`config.mk`:
```
export PLATFORM = sky130hd
export DESIGN_NAME = frame_watch_timers
export DESIGN_NICKNAME = d
export VERILOG_FILES = /design/src/rtl/fwt_pkg.sv /design/src/rtl/fwt_prescaler.sv /design/src/rtl/fwt_timer.sv /design/src/rtl/fwt_regs.sv /design/src/rtl/frame_watch_timers.sv
export SDC_FILE = /design/constraint.sdc
export NUM_CORES = 1
export LEC_CHECK = 0
export BUFFER_PORTS_ARGS = -buffer_cell sky130_fd_sc_hd__buf_2
export CORE_MARGIN = 2
export CORE_UTILIZATION = 56
export DETAILED_ROUTE_END_ITERATION = 16
export GPL_TIMING_DRIVEN = 0
export PLACE_DENSITY = 0.76
export SLEW_MARGIN = 20
export SYNTH_ARGS = -nofsm -noshare
export SYNTH_HDL_FRONTEND = slang
export SYNTH_SLANG_ARGS = --single-unit
```
`constraint.sdc`:
```
create_clock -name clk -period 2.3 [get_ports clk]
set_input_delay 0.46 -clock clk [delete_from_list [all_inputs] [get_ports clk]]
set_output_delay 0.46 -clock clk [all_outputs]
set_load 0.05 [all_outputs]
```
`src/rtl/fwt_pkg.sv`:
```
package fwt_pkg;

   localparam int unsigned FWT_NUM       = 3;
   localparam int unsigned FWT_MIN_LIMIT = 2;

   localparam int unsigned FWT_TMR_WAKE  = 0;
   localparam int unsigned FWT_TMR_FRAME = 1;
   localparam int unsigned FWT_TMR_POST  = 2;

   localparam int unsigned FWT_ADDR_CLR  = 3;
   localparam int unsigned FWT_ADDR_IEN  = 4;

endpackage

```
`src/rtl/fwt_prescaler.sv`:
```
module fwt_prescaler #(
   parameter int unsigned PSC_W = 8
) (
   input  logic             clk,
   input  logic             rst_n,
   input  logic             enable,
   input  logic             restart,
   input  logic [PSC_W-1:0] div,
   output logic             tick
);

   logic [PSC_W-1:0] pcnt_q;

   // one tick every div+1 enabled cycles; restart realigns the phase
   assign tick = enable && !restart && (pcnt_q == div);

   always_ff @(posedge clk) begin
      if (!rst_n) begin
         pcnt_q <= '0;
      end else if (restart || !enable || tick) begin
         pcnt_q <= '0;
      end else begin
         pcnt_q <= pcnt_q + 1'b1;
      end
   end

endmodule

```
`src/rtl/fwt_timer.sv`:
```
module fwt_timer #(
   parameter int unsigned CNT_W      = 24,
   parameter int unsigned PSC_W      = 8,
   parameter bit          HAS_CANCEL = 1'b1
) (
   input  logic             clk,
   input  logic             rst_n,
   input  logic             start,
   input  logic             cancel,
   input  logic [CNT_W-1:0] limit,
   input  logic [PSC_W-1:0] psc,
   output logic             run,
   output logic             expire
);

   logic             run_q;
   logic [CNT_W-1:0] cnt_q;
   logic [CNT_W-1:0] cnt_inc;
   logic             cancel_hit;
   logic             restart;
   logic             tick;
   logic             hit;

   assign cancel_hit = HAS_CANCEL & cancel & run_q;
   assign restart    = start | cancel_hit;
   assign cnt_inc    = cnt_q + 1'b1;
   assign hit        = tick && (cnt_inc == limit);

   fwt_prescaler #(.PSC_W(PSC_W)) u_psc (
      .clk     (clk),
      .rst_n   (rst_n),
      .enable  (run_q),
      .restart (restart),
      .div     (psc),
      .tick    (tick)
   );

   always_ff @(posedge clk) begin
      if (!rst_n) begin
         run_q <= 1'b0;
         cnt_q <= '0;
      end else if (start) begin
         run_q <= 1'b1;
         cnt_q <= '0;
      end else if (cancel_hit) begin
         run_q <= 1'b0;
         cnt_q <= '0;
      end else if (tick) begin
         cnt_q <= cnt_inc;
         if (hit) begin
            run_q <= 1'b0;
         end
      end
   end

   assign run    = run_q;
   assign expire = hit;

endmodule

```
`src/rtl/fwt_regs.sv`:
```
module fwt_regs
   import fwt_pkg::*;
#(
   parameter int unsigned CNT_W  = 24,
   parameter int unsigned PSC_W  = 8,
   parameter int unsigned DATA_W = 32,
   parameter int unsigned ADDR_W = 3,
   parameter int unsigned NUM    = FWT_NUM
) (
   input  logic                       clk,
   input  logic                       rst_n,
   input  logic                       we,
   input  logic [ADDR_W-1:0]          addr,
   input  logic [DATA_W-1:0]          wdata,
   input  logic [NUM-1:0]             expire,
   output logic [NUM-1:0][CNT_W-1:0]  limit,
   output logic [NUM-1:0][PSC_W-1:0]  psc,
   output logic [NUM-1:0]             ien,
   output logic [NUM-1:0]             flag
);

   localparam logic [CNT_W-1:0] LIMIT_FLOOR = CNT_W'(FWT_MIN_LIMIT);

   function automatic logic [CNT_W-1:0] floor_limit(input logic [CNT_W-1:0] v);
      return (v < LIMIT_FLOOR) ? LIMIT_FLOOR : v;
   endfunction

   logic [NUM-1:0] clr_mask;
   logic           ien_wr;

   assign clr_mask = (we && addr == ADDR_W'(FWT_ADDR_CLR)) ? wdata[NUM-1:0] : '0;
   assign ien_wr   = we && (addr == ADDR_W'(FWT_ADDR_IEN));

   for (genvar gi = 0; gi < NUM; gi++) begin : g_cfg
      logic sel;
      assign sel = we && (addr == ADDR_W'(gi));

      always_ff @(posedge clk) begin
         if (!rst_n) begin
            limit[gi] <= LIMIT_FLOOR;
            psc[gi]   <= '0;
         end else if (sel) begin
            limit[gi] <= floor_limit(wdata[CNT_W-1:0]);
            psc[gi]   <= wdata[CNT_W +: PSC_W];
         end
      end
   end

   always_ff @(posedge clk) begin
      if (!rst_n) begin
         ien  <= '0;
         flag <= '0;
      end else begin
         if (ien_wr) begin
            ien <= wdata[NUM-1:0];
         end
         // a new expiry beats a clear in the same cycle
         flag <= (flag & ~clr_mask) | expire;
      end
   end

endmodule

```
`src/rtl/frame_watch_timers.sv`:
```
module frame_watch_timers
   import fwt_pkg::*;
#(
   parameter int unsigned CNT_W  = 24,
   parameter int unsigned PSC_W  = 8,
   parameter int unsigned DATA_W = 32,
   parameter int unsigned ADDR_W = 3
) (
   input  logic              clk,
   input  logic              rst_n,
   input  logic              cfg_we,
   input  logic [ADDR_W-1:0] cfg_addr,
   input  logic [DATA_W-1:0] cfg_wdata,
   input  logic              wake_evt,
   input  logic              sof_evt,
   input  logic              eof_evt,
   input  logic              crc_good,
   output logic [FWT_NUM-1:0] tmo_flag,
   output logic              irq
);

   localparam int unsigned NUM = FWT_NUM;

   if (CNT_W < 2) begin : g_bad_cnt
      $error("CNT_W must be at least 2");
   end
   if (PSC_W < 1) begin : g_bad_psc
      $error("PSC_W must be at least 1");
   end
   if (CNT_W + PSC_W > DATA_W) begin : g_bad_data
      $error("limit and prescale fields do not fit the write data");
   end
   if ((1 << ADDR_W) <= FWT_ADDR_IEN) begin : g_bad_addr
      $error("ADDR_W too small for the register map");
   end

   logic [NUM-1:0][CNT_W-1:0] limit;
   logic [NUM-1:0][PSC_W-1:0] psc;
   logic [NUM-1:0]            ien;
   logic [NUM-1:0]            t_start;
   logic [NUM-1:0]            t_cancel;
   logic [NUM-1:0]            tmr_run;
   logic [NUM-1:0]            tmr_expire;

   fwt_regs #(
      .CNT_W (CNT_W),
      .PSC_W (PSC_W),
      .DATA_W(DATA_W),
      .ADDR_W(ADDR_W),
      .NUM   (NUM)
   ) u_regs (
      .clk   (clk),
      .rst_n (rst_n),
      .we    (cfg_we),
      .addr  (cfg_addr),
      .wdata (cfg_wdata),
      .expire(tmr_expire),
      .limit (limit),
      .psc   (psc),
      .ien   (ien),
      .flag  (tmo_flag)
   );

   for (genvar gi = 0; gi < NUM; gi++) begin : g_tmr
      if (gi == FWT_TMR_WAKE) begin : g_wake
         assign t_start[gi]  = wake_evt;
         assign t_cancel[gi] = sof_evt;
      end else if (gi == FWT_TMR_FRAME) begin : g_frame
         assign t_start[gi]  = sof_evt;
         assign t_cancel[gi] = eof_evt;
      end else begin : g_post
         assign t_start[gi]  = eof_evt & crc_good;
         assign t_cancel[gi] = 1'b0;
      end

      fwt_timer #(
         .CNT_W     (CNT_W),
         .PSC_W     (PSC_W),
         .HAS_CANCEL(gi != FWT_TMR_POST)
      ) u_tmr (
         .clk   (clk),
         .rst_n (rst_n),
         .start (t_start[gi]),
         .cancel(t_cancel[gi]),
         .limit (limit[gi]),
         .psc   (psc[gi]),
         .run   (tmr_run[gi]),
         .expire(tmr_expire[gi])
      );
   end

   assign irq = |(tmo_flag & ien);

endmodule

```
==> results of run 1 <==
==> cell usage after synthesis (6+ instances only) <==
cell,number
xor2_1,117
o21ai_0,17
o211ai_1,6
and4_1,12
ha_1,6
dfxtp_1,201
nor3_1,26
or3_1,10
nand3_1,55
nand2_1,249
and2_1,9
nor4_1,22
nand4_1,29
inv_1,10
a211oi_1,10
clkbuf_1,52
a21oi_1,109
buf_2,15
nand2b_1,6
nor2_1,140
mux2i_1,7
xnor2_1,82
and3_1,23
==> kinds of logic after synthesis <==
family                     count (synthesis)  synth area share (%)
and+or+nand+nor                          613                  28.1
AOI/OAI and AO/OA                        186                  10.9
adders and majority gates                  6                 0.729
DFF                                      201                  39.1
muxes                                      8                 0.790
buffers and inverters                     85                  3.46
xor gates and xnor gates                 199                  16.9
==> power groups by stage <==
stage / registers, mW / clock network (mW) / logic, mW
5_1_grt: 3.56 / 3.46 / 0.443
3_5_place_dp: 3.64 / 0 / 0.371
3_3_place_gp: 3.64 / 0 / 0.367
6_report: 3.56 / 3.30 / 0.408
4_1_cts: 3.56 / 3.34 / 0.394
2_1_floorplan: 3.63 / 0 / 0.215
==> state kept, by name (all words and copies together) (netlist names) <==
register and flops:
g_tmr.u_tmr.cnt_q 72, u_regs.limit 72, u_regs.ien 3, g_tmr.u_tmr.run 3, u_regs.psc 24, g_tmr.u_tmr.u_psc.pcnt_q 24
u_regs.flag 3
==> placed cells by master (no fill, tap or decap), types with 7 or more instances in the layout <==
cell | netlist | routed
nor4_1 | 22 | 12
buf_6 | 0 | 14
xor2_1 | 117 | 117
nor4_4 | 1 | 7
dfxtp_4 | 0 | 8
buf_2 | 15 | 46
nor3_1 | 26 | 20
or3_1 | 10 | 9
dfxtp_1 | 201 | 170
clkbuf_16 | 0 | 22
and4_1 | 12 | 7
and2_1 | 9 | 9
nand2_1 | 249 | 246
nand3_1 | 55 | 54
buf_4 | 5 | 48
clkbuf_1 | 52 | 45
nor2_1 | 140 | 136
xnor2_1 | 82 | 82
inv_1 | 10 | 10
a21oi_1 | 109 | 106
nand4_1 | 29 | 29
o21ai_0 | 17 | 13
and3_1 | 23 | 19
dfxtp_2 | 0 | 23
a211oi_1 | 10 | 8
==> worst min-delay path: cells and delay by family <==
family                 cells  cell delay, ns
AND/OR/NAND/NOR            1            0.05
AO/OA/AOI/OAI              1            0.05
buffers and inverters      1            0.12
==> metal layers <==
layer	part of all wire (%)	GRT usage (%)	vias up
met5	0	0	-
met4	3.7	9.11	0
met3	7.1	5.09	87
met2	46	46.0	336
met1	43	36.9	4484
li1	-	-	4636
==> what timing repair did <==
action                     CTS  global route
setup endpoints to repair   37            29
pin swaps                   33            32
buffers inserted            35            15
gates cloned                 0             0
gates resized for setup     78            83
==> area by class of cell <==
class	instances	area, um^2	share of cell area, %
diodes	2	5.00	0.0402
plain buffers	64	354	2.84
clock buffers	31	624	5.02
clock inverters	7	51.3	0.412
inverters	11	41.3	0.332
multi-input cells	1012	6360	51.1
flip-flops and latches	201	4080	32.8
well taps	229	287	2.30
repair buffers	95	644	5.18
==> path summary, 6_finish.rpt <==
check / slack [ns] / start / depth (start not counted) / endpoint
worst min register to register: 0.46 / u_regs.psc[4]$_SDFFE_PN0P_ / 2 / u_regs.psc[4]$_SDFFE_PN0P_
worst max-delay path: -0.11 / g_tmr[0].u_tmr.cnt_q[1]$_SDFFE_PP0P_ / 7 / g_tmr[0].u_tmr.run$_SDFFE_PN0P_
worst min-delay path: 0.22 / cfg_wdata[27] / 3 / u_regs.psc[11]$_SDFFE_PN0P_
worst max register to register: -0.11 / g_tmr[0].u_tmr.cnt_q[1]$_SDFFE_PP0P_ / 7 / g_tmr[0].u_tmr.run$_SDFFE_PN0P_
==> results.md, run 1 <==
- Status: complete, but fails checks
- Failing checks: negative setup slack
- WP data arrival: ~2.8 ns
- Post-synthesis sequential area ratio: 39.1%
- Post-route cell area: approximately 12000 um^2
- Power Internal: 5.55 mW
- Fill cells: between 1000 and 1500
- Clock transition at path regs: ~0.060 ns
- Crit path time final: around 2.4 ns
- Sw Ratio: roughly a quarter
- Fraction of registers with async set/reset: 0%
- Dominant synthesized flop cell: dfxtp_1
- Post-Syn Instances: 1298
- Setup violators final: 3
- Hpwl dp: 19600 um
- Hold WC Path Type: in2reg
- GRT Util Overall: between 20% and 30%
- Port Buffers: 45
- DRT Pass-1 Iters: 5
- WHS: ~0.22 ns
- Syn nets: between 1000 and 1500
- Core area: around 18000 um^2
- Crit-path max FO: 4
- Relative slew margins: 58.0%
- Core Util, Final: slightly below 70%
- PnR worst setup slack: -0.106 ns
- Top-area cell type share of the netlist area: 39.1%
- RSZ-0062 raised after global routing: yes
- Final period utilization: 105%
- CP Class: reg2reg
- Flop pwr share: about half
- Sum Neg Setup Slack: -0.231 ns
- Switching power: 1.72 mW
- VDD IR max: around 0.64 mV
- Area Overhead vs Synth: 20.9%
- Remaining antenna violation count: 0
- Starting DRC count in detailed routing: roughly 640
- First-pass GRT wire length: ~45000 um
- Critical path endpoint category: flop
- Power density over the cells: between 500 and 600 nW/um^2
- Setup Skew: between 0.01 and 0.015 ns
- Nets: ~1500
- Clk network pwr share: around 45%
- Logic gate share of total power: roughly 5.6%
- Flops & latches, synth: 201
- Vias per std cell: about 5.8
- CP delay by family, top: compound AO/OA/AOI/OAI gates
- Mapped Avg Cell Area: 7.93 um^2
- # H-tree levels: 1
- CTS tree: done
- Initial antenna violation count: 2
- Critical Path RT: ~2.7 ns
- Final hold violation count: 0
- CP Launch Type: flop
- Latest clock arrival within the worst-skew pair: slightly above 0.5 ns
- Layout cells sized above 1: between 15 and 20%
- Wire per inst: about 17 um
- Routed WL: approximately 28000 um
- TritonCTS Buffers: 22
- # hold bufs at CTS: 0
- Placer Congestion: 0.896
- Clk buf depth: 3
- Lkg Pwr: roughly 4.7 nW
- Post-Layout Cell Count: 1652
- Initial core utilization: between 50% and 60%
- Achievable Freq: 0.416 GHz
- Grt ovf: 0
- CP max stage cell: or4_4
- EDFF count, synth: 0
- Die W: roughly 140 um
- IO Count: 46
- Place WS: -0.895 ns
- Worst-Margin Slew: roughly 0.63 ns
- Netlist Area Pre-Place: about 10000 um^2
- Top post-synthesis cells by area: dfxtp_1 39%, xor2_1 10%, nand2_1 9.1%
- # clock sinks: approximately 200
- Total Power: between 7 and 8 mW
- Yosys cell types: 66
- Max Slew Vio Count: 0
- Clock Tree Root: clkbuf_16
- Max Cap Viol: 0
- YS warnings: 0
- Area leader, netlist: dfxtp_1
- Placed Cells: approximately 1600
- Vert. Die Dim: 140 um
- # DRC: 0
- CP max stage delay: about 0.6 ns
- Die Area: about 20000 um^2
- Num rows: 49
- Vias in the first global route: around 9000
- Placed Area: 10900 um^2
- Pin count of the biggest net entering global routing: 14
- WP buf/inv: 0
- Via Count: roughly 9500
- Worst path cell trace: ha_4 -> nand3_4 -> or4_4 -> a21oi_4 -> nand4_1 -> a2111oi_4 -> a41oi_2
No activity file was read; power rests on OpenSTA's default activity.
==> run 2: changes to the inputs <==
--- a/config.mk
+++ b/config.mk
@@ -10,8 +10,8 @@
 export CORE_UTILIZATION = 56
 export DETAILED_ROUTE_END_ITERATION = 16
 export GPL_TIMING_DRIVEN = 0
-export PLACE_DENSITY = 0.76
-export SLEW_MARGIN = 20
+export PLACE_DENSITY = 0.87
+export SLEW_MARGIN = 15
 export SYNTH_ARGS = -nofsm -noshare
 export SYNTH_HDL_FRONTEND = slang
 export SYNTH_SLANG_ARGS = --single-unit
==> constraint.sdc (replaced) <==
create_clock -name clk -period 2.3 [get_ports clk]
set_input_delay 0.46 -clock clk [delete_from_list [all_inputs] [get_ports clk]]
set_output_delay 0.46 -clock clk [all_outputs]
set_load 0.005 [all_outputs]
==> run 2 against run 1 <==
The flow still finishes with violations (negative setup slack). First-iteration DRC count increased by 80%. Critical path depth rose by 1. Sequential share of layout area is 0.095 points higher. Utilization shrank 0.35 points. Via count rose by 7.6%. Global-route usage increased by 0.61 points. Combinational power up 3%. Design area down 0.50%. Highest routed layer unchanged.
==> results.md, run 2 (synthesis results as in run 1) <==
- Most frequent cells in the layout: 246 x nand2_1, 177 x dfxtp_1, 137 x nor2_1
- Commonest non-fill, non-tap cell in the layout: nand2_1
- Place WS: -0.704 ns
- Hpwl dp: 19000 um
- CP Class: reg2reg
- Num rows: slightly below 50
- Post-route cell area: between 10000 and 15000 um^2
- TritonCTS Buffers: 22
- # DRC: 0
- Worst path cell trace: nand4_1 -> buf_4 -> or4b_4 -> a21oi_2 -> o2111a_1 -> nand4_1 -> buf_4 -> o41ai_2
- Achievable Freq: slightly above 0.4 GHz
- Post-Layout Cell Count: 1647
- RSZ-0062 raised after global routing: yes
- Via Count: just over 10000
- Total Power: about 7.6 mW
- Latest clock arrival within the worst-skew pair: around 0.52 ns
- Clock transition at path regs: approximately 0.060 ns
- First-pass GRT wire length: ~46000 um
- Area Overhead vs Synth: 20.3%
- Nets: 1450
- Final hold violation count: 0
- Core area: between 15000 and 20000 um^2
- Vias per std cell: between 6 and 7
- Crit-path max FO: 5
- Placed Cells: 1572
- Remaining antenna violation count: 0
- DRT Pass-1 Iters: 6
- IO Count: 46
- Max Cap Viol: 0
- Crit path time final: ~2.4 ns
- WP data arrival: about 2.9 ns
- Placer Congestion: 0.951
- Max Slew Vio Count: 0
- Critical Path RT: 2.73 ns
- CTS tree: done
- Clk buf depth: 3
- # clock sinks: between 200 and 250
- Clock Tree Root: clkbuf_16
- Initial antenna violation count: 0
- Power density over the cells: around 600 nW/um^2
- Failing checks: negative setup slack
- Vias in the first global route: 9396
- Status: complete, but fails checks
- GRT Util Overall: 28.4%
- Routed WL: 30900 um
- Relative slew margins: 59.4%
- CP max stage delay: around 0.53 ns
- Lkg Pwr: 4.67 nW
- Starting DRC count in detailed routing: approximately 1100
- Final period utilization: 105%
- Die W: ~140 um
- ANT cells: 0
- Layout cells sized above 1: about 17%
- Worst-Margin Slew: just over 0.6 ns
- Core Util, Final: between 60% and 70%
- CP max stage cell: or4b_4
- PnR worst setup slack: -0.118 ns
- Vert. Die Dim: between 100 and 150 um
- Pin count of the biggest net entering global routing: 14
- Critical path endpoint category: flop
- Port Buffers: 45
- Placed Area: around 11000 um^2
- Setup Skew: 0.0136 ns
- Hold WC Path Type: in2reg
- Grt ovf: 0
- Setup violators final: 6
- Leading registers by flop count: g_tmr.u_tmr.cnt_q: 72 flops, u_regs.limit: 72 flops
- VDD IR max: approximately 0.62 mV
- Initial core utilization: 57.1%
- CP Launch Type: flop
- Wire per inst: approximately 19 um
- # H-tree levels: 1
- Die Area: between 15000 and 20000 um^2
==> run 2: changes by cell type in the layout (fill, tap and decap cells not counted), moves of 3 or more <==
| cell | previous run | this run |
|---|---|---|
| buf_2 | 46 | 49 |
| buf_6 | 14 | 11 |
| dfxtp_1 | 170 | 177 |
| dfxtp_2 | 23 | 16 |
==> run 2: worst max-delay path: cells and delay by family, from the launching register on <==
| kind | cells | cell delay [ns] |
|---|---|---|
| compound gates | 3 | 0.52 |
| buf+inv | 2 | 0.40 |
| flops | 1 | 0.48 |
| simple gates | 3 | 0.93 |
==> run 2: worst paths after layout <==
| kind | slack [ns] | startpoint | depth (start not counted) | to |
|---|---|---|---|---|
| min reg2reg | 0.47 | u_regs.psc[1]$_SDFFE_PN0P_ | 2 | u_regs.psc[1]$_SDFFE_PN0P_ |
| max | -0.12 | g_tmr[2].u_tmr.cnt_q[15]$_SDFFE_PP0P_ | 8 | u_regs.flag[2]$_SDFF_PN0_ |
| max reg2reg | -0.12 | g_tmr[2].u_tmr.cnt_q[15]$_SDFFE_PP0P_ | 8 | u_regs.flag[2]$_SDFF_PN0_ |
| min | 0.21 | cfg_wdata[28] | 3 | u_regs.psc[12]$_SDFFE_PN0P_ |
==> run 2: area by class of cell <==
type,instances,area [um^2]
multi-input combinational,1012,6310
fill,1285,5640
tap,229,287
timing repair buffer,91,594
buffer,63,338
sequential,201,4070
inverter,11,41.3
clock buffer,31,624
clock inverter,9,120
==> run 2: power breakdown <==
group / internal [mW] / switching (mW)
combinational: 0.137 / 0.284
sequential: 3.52 / 0.0439
clock: 2.13 / 1.49
total: 5.79 / 1.82
==> run 2: layer usage <==
| layer | routed length (um) | up-vias | GRT usage [%] |
|---|---|---|---|
| li1 | - | 4640 | - |
| met1 | 11500 | 4795 | 36.6 |
| met2 | 14200 | 654 | 46.1 |
| met3 | 3100 | 182 | 4.75 |
| met4 | 2040 | 0 | 14.4 |
| met5 | 0 | - | 0 |
==> run 2: timing repair <==
action | 4_1_cts | 5_1_grt
setup buffers | 24 | 22
pin swaps | 23 | 27
endpoints found under the setup margin | 34 | 28
resized for setup | 72 | 60
hold buffers | 0 | 0
==> run 2: metrics by stage <==
stage | TNS (ns) | hold WS [ns]
final | -0.376 | 0.215
after global placement | -6.11 | 0.457
after global routing | -1.28 | 0.219
after floorplan | -0.0186 | 0.448
after CTS | -0.119 | 0.209
after detailed placement | -7.10 | 0.458
